### config.mk
export PLATFORM = sky130hd
export DESIGN_NAME = fastlock_seq
export DESIGN_NICKNAME = d
export VERILOG_FILES = /design/src/rtl/fl_pkg.sv /design/src/rtl/fl_cfg_regs.sv /design/src/rtl/fl_prescaler.sv /design/src/rtl/fl_timeout.sv /design/src/rtl/fl_ramp.sv /design/src/rtl/fastlock_seq.sv
export SDC_FILE = /design/constraint.sdc
export NUM_CORES = 1
export LEC_CHECK = 0
export BUFFER_PORTS_ARGS = -buffer_cell sky130_fd_sc_hd__buf_2
export CORE_MARGIN = 2
export CORE_UTILIZATION = 50
export CTS_BUF_LIST = sky130_fd_sc_hd__clkbuf_8
export CTS_CLUSTER_DIAMETER = 200
export DETAILED_ROUTE_END_ITERATION = 10
export PLACE_DENSITY = 0.7
export SLEW_MARGIN = 20
export SYNTH_ARGS = -nofsm -noshare
export SYNTH_HDL_FRONTEND = slang
export SYNTH_SLANG_ARGS = --single-unit
export TNS_END_PERCENT = 20
### constraint.sdc
create_clock -name clk -period 4.84 [get_ports clk]
set_input_delay 0.242 -clock clk [delete_from_list [all_inputs] [get_ports clk]]
set_output_delay 0.242 -clock clk [all_outputs]
set_load 0.03 [all_outputs]
### src/rtl/fl_pkg.sv
package fl_pkg;
   typedef enum logic [1:0] {
      TSEL_SW12 = 2'b00,
      TSEL_SW3  = 2'b01,
      TSEL_CP   = 2'b10,
      TSEL_NONE = 2'b11
   } tsel_e;

   localparam logic [2:0] CTRL_FREQ = 3'b000;
   localparam logic [2:0] CTRL_TMO  = 3'b100;
   localparam int         NUM_TMO   = 3;
endpackage

### src/rtl/fl_cfg_regs.sv
module fl_cfg_regs #(
   parameter int CNT_W = 9,
   parameter int NUM   = 3
) (
   input  logic                      clk,
   input  logic                      rst_n,
   input  logic                      hit,
   input  logic [1:0]                sel,
   input  logic [CNT_W-1:0]          val,
   output logic [NUM-1:0][CNT_W-1:0] prog
);
   for (genvar gi = 0; gi < NUM; gi++) begin : g_slot
      always_ff @(posedge clk or negedge rst_n) begin
         if (!rst_n) begin
            prog[gi] <= '0;
         end else if (hit && (sel == 2'(gi))) begin
            prog[gi] <= val;
         end
      end
   end
endmodule

### src/rtl/fl_prescaler.sv
module fl_prescaler #(
   parameter int DIV = 4
) (
   input  logic clk,
   input  logic rst_n,
   input  logic restart,
   output logic tick
);
   localparam int DIV_W = (DIV > 1) ? $clog2(DIV) : 1;
   localparam logic [DIV_W-1:0] LAST = DIV_W'(DIV - 1);

   logic [DIV_W-1:0] phase_q;

   assign tick = (phase_q == LAST);

   if ((DIV & (DIV - 1)) == 0) begin : g_pow2
      always_ff @(posedge clk or negedge rst_n) begin
         if (!rst_n)       phase_q <= '0;
         else if (restart) phase_q <= '0;
         else              phase_q <= phase_q + 1'b1;
      end
   end else begin : g_any
      always_ff @(posedge clk or negedge rst_n) begin
         if (!rst_n)       phase_q <= '0;
         else if (restart) phase_q <= '0;
         else if (tick)    phase_q <= '0;
         else              phase_q <= phase_q + 1'b1;
      end
   end
endmodule

### src/rtl/fl_timeout.sv
module fl_timeout #(
   parameter int CNT_W = 9
) (
   input  logic             clk,
   input  logic             rst_n,
   input  logic             start,
   input  logic             tick,
   input  logic [CNT_W-1:0] load,
   output logic             active,
   output logic             expire
);
   localparam logic [CNT_W-1:0] ONE = CNT_W'(1);

   logic [CNT_W-1:0] cnt_q;
   logic             last;

   assign last   = (cnt_q <= ONE);
   assign expire = tick && active && last && !start;

   always_ff @(posedge clk or negedge rst_n) begin
      if (!rst_n) begin
         cnt_q  <= '0;
         active <= 1'b0;
      end else if (start) begin
         cnt_q  <= load;
         active <= 1'b1;
      end else if (tick && active) begin
         if (last) active <= 1'b0;
         else      cnt_q  <= cnt_q - ONE;
      end
   end
endmodule

### src/rtl/fl_ramp.sv
module fl_ramp #(
   parameter int STEPS = 6
) (
   input  logic           clk,
   input  logic           rst_n,
   input  logic           start,
   input  logic           tick,
   input  logic           expire,
   output logic [STEPS:0] mult
);
   localparam logic [STEPS:0] MULT_TOP = {1'b1, {STEPS{1'b0}}};
   localparam logic [STEPS:0] MULT_BOT = {{STEPS{1'b0}}, 1'b1};

   logic ramp_q;
   logic step;

   assign step = (expire || (ramp_q && tick)) && !mult[0];

   always_ff @(posedge clk or negedge rst_n) begin
      if (!rst_n) begin
         mult   <= MULT_BOT;
         ramp_q <= 1'b0;
      end else if (start) begin
         mult   <= MULT_TOP;
         ramp_q <= 1'b0;
      end else begin
         if (expire) ramp_q <= 1'b1;
         if (step)   mult   <= mult >> 1;
      end
   end
endmodule

### src/rtl/fastlock_seq.sv
module fastlock_seq #(
   parameter int WORD_W     = 24,
   parameter int CNT_W      = 9,
   parameter int DIV        = 4,
   parameter int RAMP_STEPS = 6,
   parameter int SEL_LSB    = 3,
   parameter int VAL_LSB    = 5
) (
   input  logic                  clk,
   input  logic                  rst_n,
   input  logic                  wr_en,
   input  logic [WORD_W-1:0]     wr_word,
   input  logic                  freq_wr,
   output logic                  sw12_on,
   output logic                  sw3_on,
   output logic [RAMP_STEPS:0]   cp_mult
);
   import fl_pkg::*;

   localparam int MULT_W = RAMP_STEPS + 1;

   if (DIV < 2) begin : g_bad_div
      $error("fastlock_seq: DIV must be at least 2");
   end
   if (VAL_LSB + CNT_W > WORD_W) begin : g_bad_val
      $error("fastlock_seq: timeout field exceeds word");
   end
   if (SEL_LSB + 2 > VAL_LSB || SEL_LSB < 3) begin : g_bad_sel
      $error("fastlock_seq: select field overlaps");
   end

   logic [2:0]                     ctrl;
   logic                           start;
   logic                           tmo_hit;
   logic                           tick;
   logic [NUM_TMO-1:0][CNT_W-1:0]  prog;
   logic [NUM_TMO-1:0]             active;
   logic [NUM_TMO-1:0]             expire;

   assign ctrl    = wr_word[2:0];
   assign start   = freq_wr || (wr_en && (ctrl == CTRL_FREQ));
   assign tmo_hit = wr_en && (ctrl == CTRL_TMO);

   fl_cfg_regs #(.CNT_W(CNT_W), .NUM(NUM_TMO)) i_cfg (
      .clk   (clk),
      .rst_n (rst_n),
      .hit   (tmo_hit),
      .sel   (wr_word[SEL_LSB +: 2]),
      .val   (wr_word[VAL_LSB +: CNT_W]),
      .prog  (prog)
   );

   fl_prescaler #(.DIV(DIV)) i_div (
      .clk     (clk),
      .rst_n   (rst_n),
      .restart (start),
      .tick    (tick)
   );

   for (genvar gi = 0; gi < NUM_TMO; gi++) begin : g_tmo
      fl_timeout #(.CNT_W(CNT_W)) i_tmo (
         .clk    (clk),
         .rst_n  (rst_n),
         .start  (start),
         .tick   (tick),
         .load   (prog[gi]),
         .active (active[gi]),
         .expire (expire[gi])
      );
   end

   fl_ramp #(.STEPS(RAMP_STEPS)) i_ramp (
      .clk    (clk),
      .rst_n  (rst_n),
      .start  (start),
      .tick   (tick),
      .expire (expire[int'(TSEL_CP)]),
      .mult   (cp_mult)
   );

   assign sw12_on = active[int'(TSEL_SW12)];
   assign sw3_on  = active[int'(TSEL_SW3)];
endmodule

After elaboration in Yosys (flattened, before gate mapping)
Index checks and enable logic that the tools add are counted.
{"block": "classes", "addsub": 4, "n_mul": 0, "div": 0, "magnitude_cmp": 3, "eq_ne": 7, "shift": 0, "n_mux": 23, "bitwise": 0, "n_reduce_logical": 32}
{"cell": "9-bit 2-to-1 mux", "n": 9}
{"cell": "9-bit by 1-bit less-or-equal comparator with 1-bit output (second input constant)", "n": 3}
{"cell": "9-bit by 1-bit subtractor with 9-bit output (second input constant)", "n": 3}
{"cell": "2-bit nonzero test", "n": 8}
{"cell": "7-bit 2-to-1 mux", "n": 2}
{"cell": "1-bit logical AND", "n": 12}
{"cell": "2-bit AND reduction", "n": 6}
{"cell": "1-bit 2-to-1 mux", "n": 11}
{"cell": "2-bit by 1-bit inequality test with 1-bit output (second input constant)", "n": 3}
{"cell": "2-bit equality test (second input constant)", "n": 2}
{"cell": "3-bit equality test (second input constant)", "n": 1}
{"cell": "3-bit zero test", "n": 1}
{"cell": "2-bit by 1-bit adder with 2-bit output (second input constant)", "n": 1}
{"cell": "2-bit by 1-bit equality test with 1-bit output (second input constant)", "n": 1}
{"cell": "1-bit zero test", "n": 2}
{"cell": "2-bit zero test", "n": 1}
{"cell": "1-bit logical OR", "n": 2}
{"cell": "2-bit 2-to-1 mux", "n": 1}
{"block": "word_totals", "register_bits": 67, "latchBits": 0, "ramBits": 0, "mem_bits_ro": 0, "in_bits": 28, "wordCells": 81, "mem_count": 0}

Depth between registers and ports, before layout
{"block": "depth", "word_depth": 9, "depth_mapped": 7}

Modules after synthesis
From an unflattened synthesis, not the netlist that was laid out.
{"block": "hier_totals", "cells_unflattened": 300, "area_unflattened_um2": 3358.2}
{"mod": "fl_timeout", "n_inst": 3, "cells_each": 68, "area_each_um2": 628.1, "seq_area_each_um2": 250.2}
{"mod": "fl_cfg_regs", "n_inst": 1, "cells_each": 58, "area_each_um2": 1022.2, "seq_area_each_um2": 675.6}
{"mod": "fl_ramp", "n_inst": 1, "cells_each": 29, "area_each_um2": 355.3, "seq_area_each_um2": 201.4}
{"mod": "fl_prescaler", "n_inst": 1, "cells_each": 5, "area_each_um2": 72.6, "seq_area_each_um2": 50.0}
{"mod": "fastlock_seq", "n_inst": 1, "cells_each": 4, "area_each_um2": 23.8, "seq_area_each_um2": 0.0}

Worst setup path after synthesis
Ideal clock, no wire load.
{"block": "synth_timing", "path_type": "reg2reg", "startpoint": "register g_tmo[2].i_tmo.cnt_q[1]", "endpoint": "register g_tmo[2].i_tmo.cnt_q[3]", "setup_time_ns": 0.082, "arrival_ns": 1.707, "required_ns": 4.758, "slack_ns": 3.051, "path_stages_with_launch": 7, "path_buffers": 0, "period_less_slack_ns": 1.789, "cell_sequence": "dfrtp_1 > inv_1 > ha_1 > o21bai_2 > a31o_1 > or4b_1 > a31oi_1"}
{"block": "synth_between", "elab_chain_len": 4, "elab_cells_between_ends": 7, "cone_classes": "1 x add/sub; 1 x order compare; 1 x eq/ne; 3 x mux; 1 x reduce/logical"}
{"item": "start, declared", "line_no": "fl_timeout.sv:14", "rtl": "logic [CNT_W-1:0] cnt_q;"}
{"item": "start signal, assigned", "line_no": "fl_timeout.sv:25", "rtl": "cnt_q <= load;"}
{"item": "start signal, assigned", "line_no": "fl_timeout.sv:29", "rtl": "else cnt_q <= cnt_q - ONE;"}
{"item": "9-bit by 1-bit subtractor with 9-bit output", "line_no": "fl_timeout.sv:29"}
{"item": "9-bit 2-to-1 mux", "line_no": "fl_timeout.sv:28", "rtl": "if (last) active <= 1'b0;"}
{"item": "9-bit 2-to-1 mux", "line_no": "fl_timeout.sv:27", "rtl": "end else if (tick && active) begin"}
{"item": "9-bit 2-to-1 mux", "line_no": "fl_timeout.sv:24", "rtl": "end else if (start) begin"}
Several ways; a longest one is shown, not always the timed one. The select of a mux whose other input is x is not followed.
A chain may end at the register's enable or synchronous reset.

Worst setup path in the final report
{"block": "layout_timing", "startpoint": "register i_div.phase_q[0]", "endpoint": "register g_tmo[2].i_tmo.cnt_q[3]"}
{"block": "layout_between", "elab_chain_len": 4}
{"item": "start, declared", "line_no": "fl_prescaler.sv:12", "rtl": "logic [DIV_W-1:0] phase_q;"}
{"item": "start signal, assigned", "line_no": "fl_prescaler.sv:20", "rtl": "else phase_q <= phase_q + 1'b1;"}
{"item": "2-bit equality test", "line_no": "fl_prescaler.sv:14", "rtl": "assign tick = (phase_q == LAST);"}
{"item": "1-bit logical AND", "line_no": "fl_timeout.sv:27"}
{"item": "2-bit nonzero test (no source line)"}
{"item": "2-bit AND reduction (no source line)"}
No other way between the ends.

==> results.cfg <==
[drt]
ant_nets = 0
top_layer = met4
dr.pass1.iters = 4
vias_per_cell = 5.86
wl_met2_um = 3080
drtIter0Drc = 149
drcViolationCount = 0
vias = 2442
wl_um = 6760
wl_met1_um = 3320
route.met3.wl_um = 280
wl_per_cell_um = 16.2

[clock_network]
numClockSinks = 67
clockBufferDepth = 2
htree_levels = 3
post_cts_buffers = 0
clk_pin_slew_ns = 0.08
cts-hold-fix-buffers = 0
insertion_delay_ns = 0.35
cts_buffers = 9
cts_tree = yes
cts.repair.resized = 0
cts_root_buffer = clkbuf_8

[synth]
synth_edf_count = 0
synth_seq_area_share_pct = 50.5
synth.distinct_cells = 54
synthCells = 308
syn_nets = 343
avgSynthCellArea_um2 = 10.8
ys_ff_latch = 67
async_flop_share_pct = 100
yosys_warnings = 0
syn_area_um2 = 3320
synth_flop_cell = dfrtp_1

[placement]
gp_congestion = 0.844
dp_cells = 401
place_ws_ns = 2.75
portBuffers = 26
hpwl_um = 4450

[setup_path]
setup.worst_path.start_class = flip-flop
end_kind = flip-flop
worstPathRequired_ns = 5.11
path_class = reg2reg
cp.arrival_ns = 2.44
cp_max_fo = 12
regToRegSetupSlack_ns = 2.68

[finish]
diodes = 0
syn_to_final_growth_pct = 11.1
fin_nets = 370
finalNonFillerCells = 417
drive_above_1_share_pct = 22.4

[sta]
rsz0062_at_grt = no
drv_slew = 0
period_needed_ns = 2.16
maxClockFrequency_mhz = 462
worst_pin_slew_ns = 0.987
clock-skew-final_ns = 0.0103
setup_violations = 0
final.setup.tns_ns = 0
slew_headroom_pct = 34.2
finalWorstSetupSlack_ns = 2.68
timing.final.crit_share_pct = 44.7
hold_viol = 0

[power]
switching_share_pct = 30.8
peakVddDrop_uv = 195
pwr-share-seq_pct = 50.1
power_density_nw_per_um2 = 392
total_leakage_power_nw = 1.63
clockPowerShare_pct = 31.9
comb_power_share_pct = 18.0
p_int_mw = 1.00
p_sw_mw = 0.446

[global_routing]
grt_max_degree = 68
grt_use_total_pct = 20.3
grt_overflow_total = 0
grt_pass1_vias = 2351
grt_pass1_wl_um = 11500
antenna_found_initial = 0

[floorplanning]
rows = 29
start_util_pct = 52.0
core-area_um2 = 6390
die_y_um = 85.5
ios = 37
die_w_um = 85.5
design.die.area_um2 = 7310

[flow_run]
cap_violations = 0

[run_status]
status = complete, no violations

[worst_hold_path]
hold_path_class = in2async
==> worst max-delay path, cell delays in order, from the launching register on <==
cell and delay (ns):
dfrtp_1 0.36, ha_1 0.44, nand2_1 0.20, a31o_1 0.35, or4b_1 0.56, a31oi_1 0.18
==> per-stage QoR <==
step / hold slack [ns] / util (%) / total power [mW] / cell area (um2)
2_1_floorplan: -0.0536 / - / 0.912 / 3320
3_3_place_gp: 0.419 / 54.7 / 0.981 / 3500
3_5_place_dp: 0.424 / 54.7 / 0.993 / 3500
4_1_cts: 0.111 / 57.8 / 1.45 / 3690
5_1_grt: 0.152 / 57.8 / 1.53 / 3690
6_report: 0.0776 / 57.8 / 1.45 / 3690
==> worst paths after layout <==
path	startpoint	to	cells after the start
setup / recovery	i_div.phase_q[0]	g_tmo[2].i_tmo.cnt_q[3]	5
hold / removal	rst_n	i_cfg.prog[1]	2
setup reg to reg	i_div.phase_q[0]	g_tmo[2].i_tmo.cnt_q[3]	5
hold reg to reg	i_div.phase_q[0]	i_div.phase_q[0]	1
max in group asynchronous	rst_n	i_cfg.prog[3]	2
min in group clk	wr_word[12]	i_cfg.prog[16]	2
==> routing by layer <==
| layer | vias to the layer above | track usage (%) |
|---|---|---|
| met5 | - | 0 |
| met4 | 0 | 7.50 |
| met2 | 48 | 29.3 |
| li1 | 1179 | - |
| met3 | 9 | 5.29 |
| met1 | 1206 | 29.6 |
==> synthesized netlist by cell type, drive strengths merged (5+ instances only) <==
cell type | instances | share of area, %
nand3 | 8 | 1.2
buf | 7 | 1.5
nor2 | 23 | 2.7
nor3 | 6 | 0.90
nand4 | 5 | 0.94
mux2 | 27 | 9.2
inv | 11 | 1.2
a31oi | 13 | 2.4
ha | 7 | 2.6
dfrtp | 66 | 50
a21oi | 5 | 0.75
nand2 | 33 | 3.7
clkbuf | 5 | 0.57
or3 | 16 | 3.2
mux2i | 8 | 2.4
o21ai | 18 | 2.7
==> registers in the layout, indices dropped and copies added, names as in the netlist <==
register,count
g_tmo.i_tmo.cnt_q,27
i_ramp.ramp_q,1
i_cfg.prog,27
i_div.phase_q,2
i_ramp.mult,7
g_tmo.i_tmo.active,3
==> cell usage in the layout, fill, tap and decap left out, drive strengths merged, types with 2 or more instances in the layout <==
cell	instances
nor3	6
o21ai	18
or3	16
buf	28
or2	3
or4	2
a31oi	13
o21a	2
nor4	4
a21o	3
inv	11
and2	2
clkinvlp	2
mux2	27
nand4b	2
o211ai	3
o311ai	2
xnor2	4
nand3	8
nor2	23
clkbuf	9
nand4	5
ha	7
a21oi	5
clkinv	4
a31o	2
nor4b	3
dfrtp	66
nand2	33
o21bai	3
o41ai	2
mux2i	8
==> kinds of logic (layout without fill, tap and decap cells) <==
kind of cell	count (synthesis)	after routing	synth area share (%)
muxes	35	35	11.6
xor gates and xnor gates	5	5	1.32
adders and majority gates	7	7	2.64
AOI/OAI and AO/OA	60	60	12.1
buffers and inverters	23	55	3.32
and+or+nand+nor	111	111	18.5
DFF	67	67	50.5
==> cell type report <==
cell class              instances  area, um2
clock inverters                 7       68.8
inverters                      11       41.3
multi-input cells             218       1540
flip-flops and latches         67       1680
fillers                       581       2700
clock buffers                   9        124
repair buffers                 28        145
well taps                      77       96.3
==> power by group through the flow <==
stage,registers [mW],logic [mW],clock network [mW]
after floorplan,0.713,0.199,0
after global placement,0.729,0.252,0
after detailed placement,0.733,0.260,0
after CTS,0.723,0.262,0.467
after global routing,0.738,0.294,0.497
final,0.725,0.261,0.461
Power figures use the tool's default switching activity.
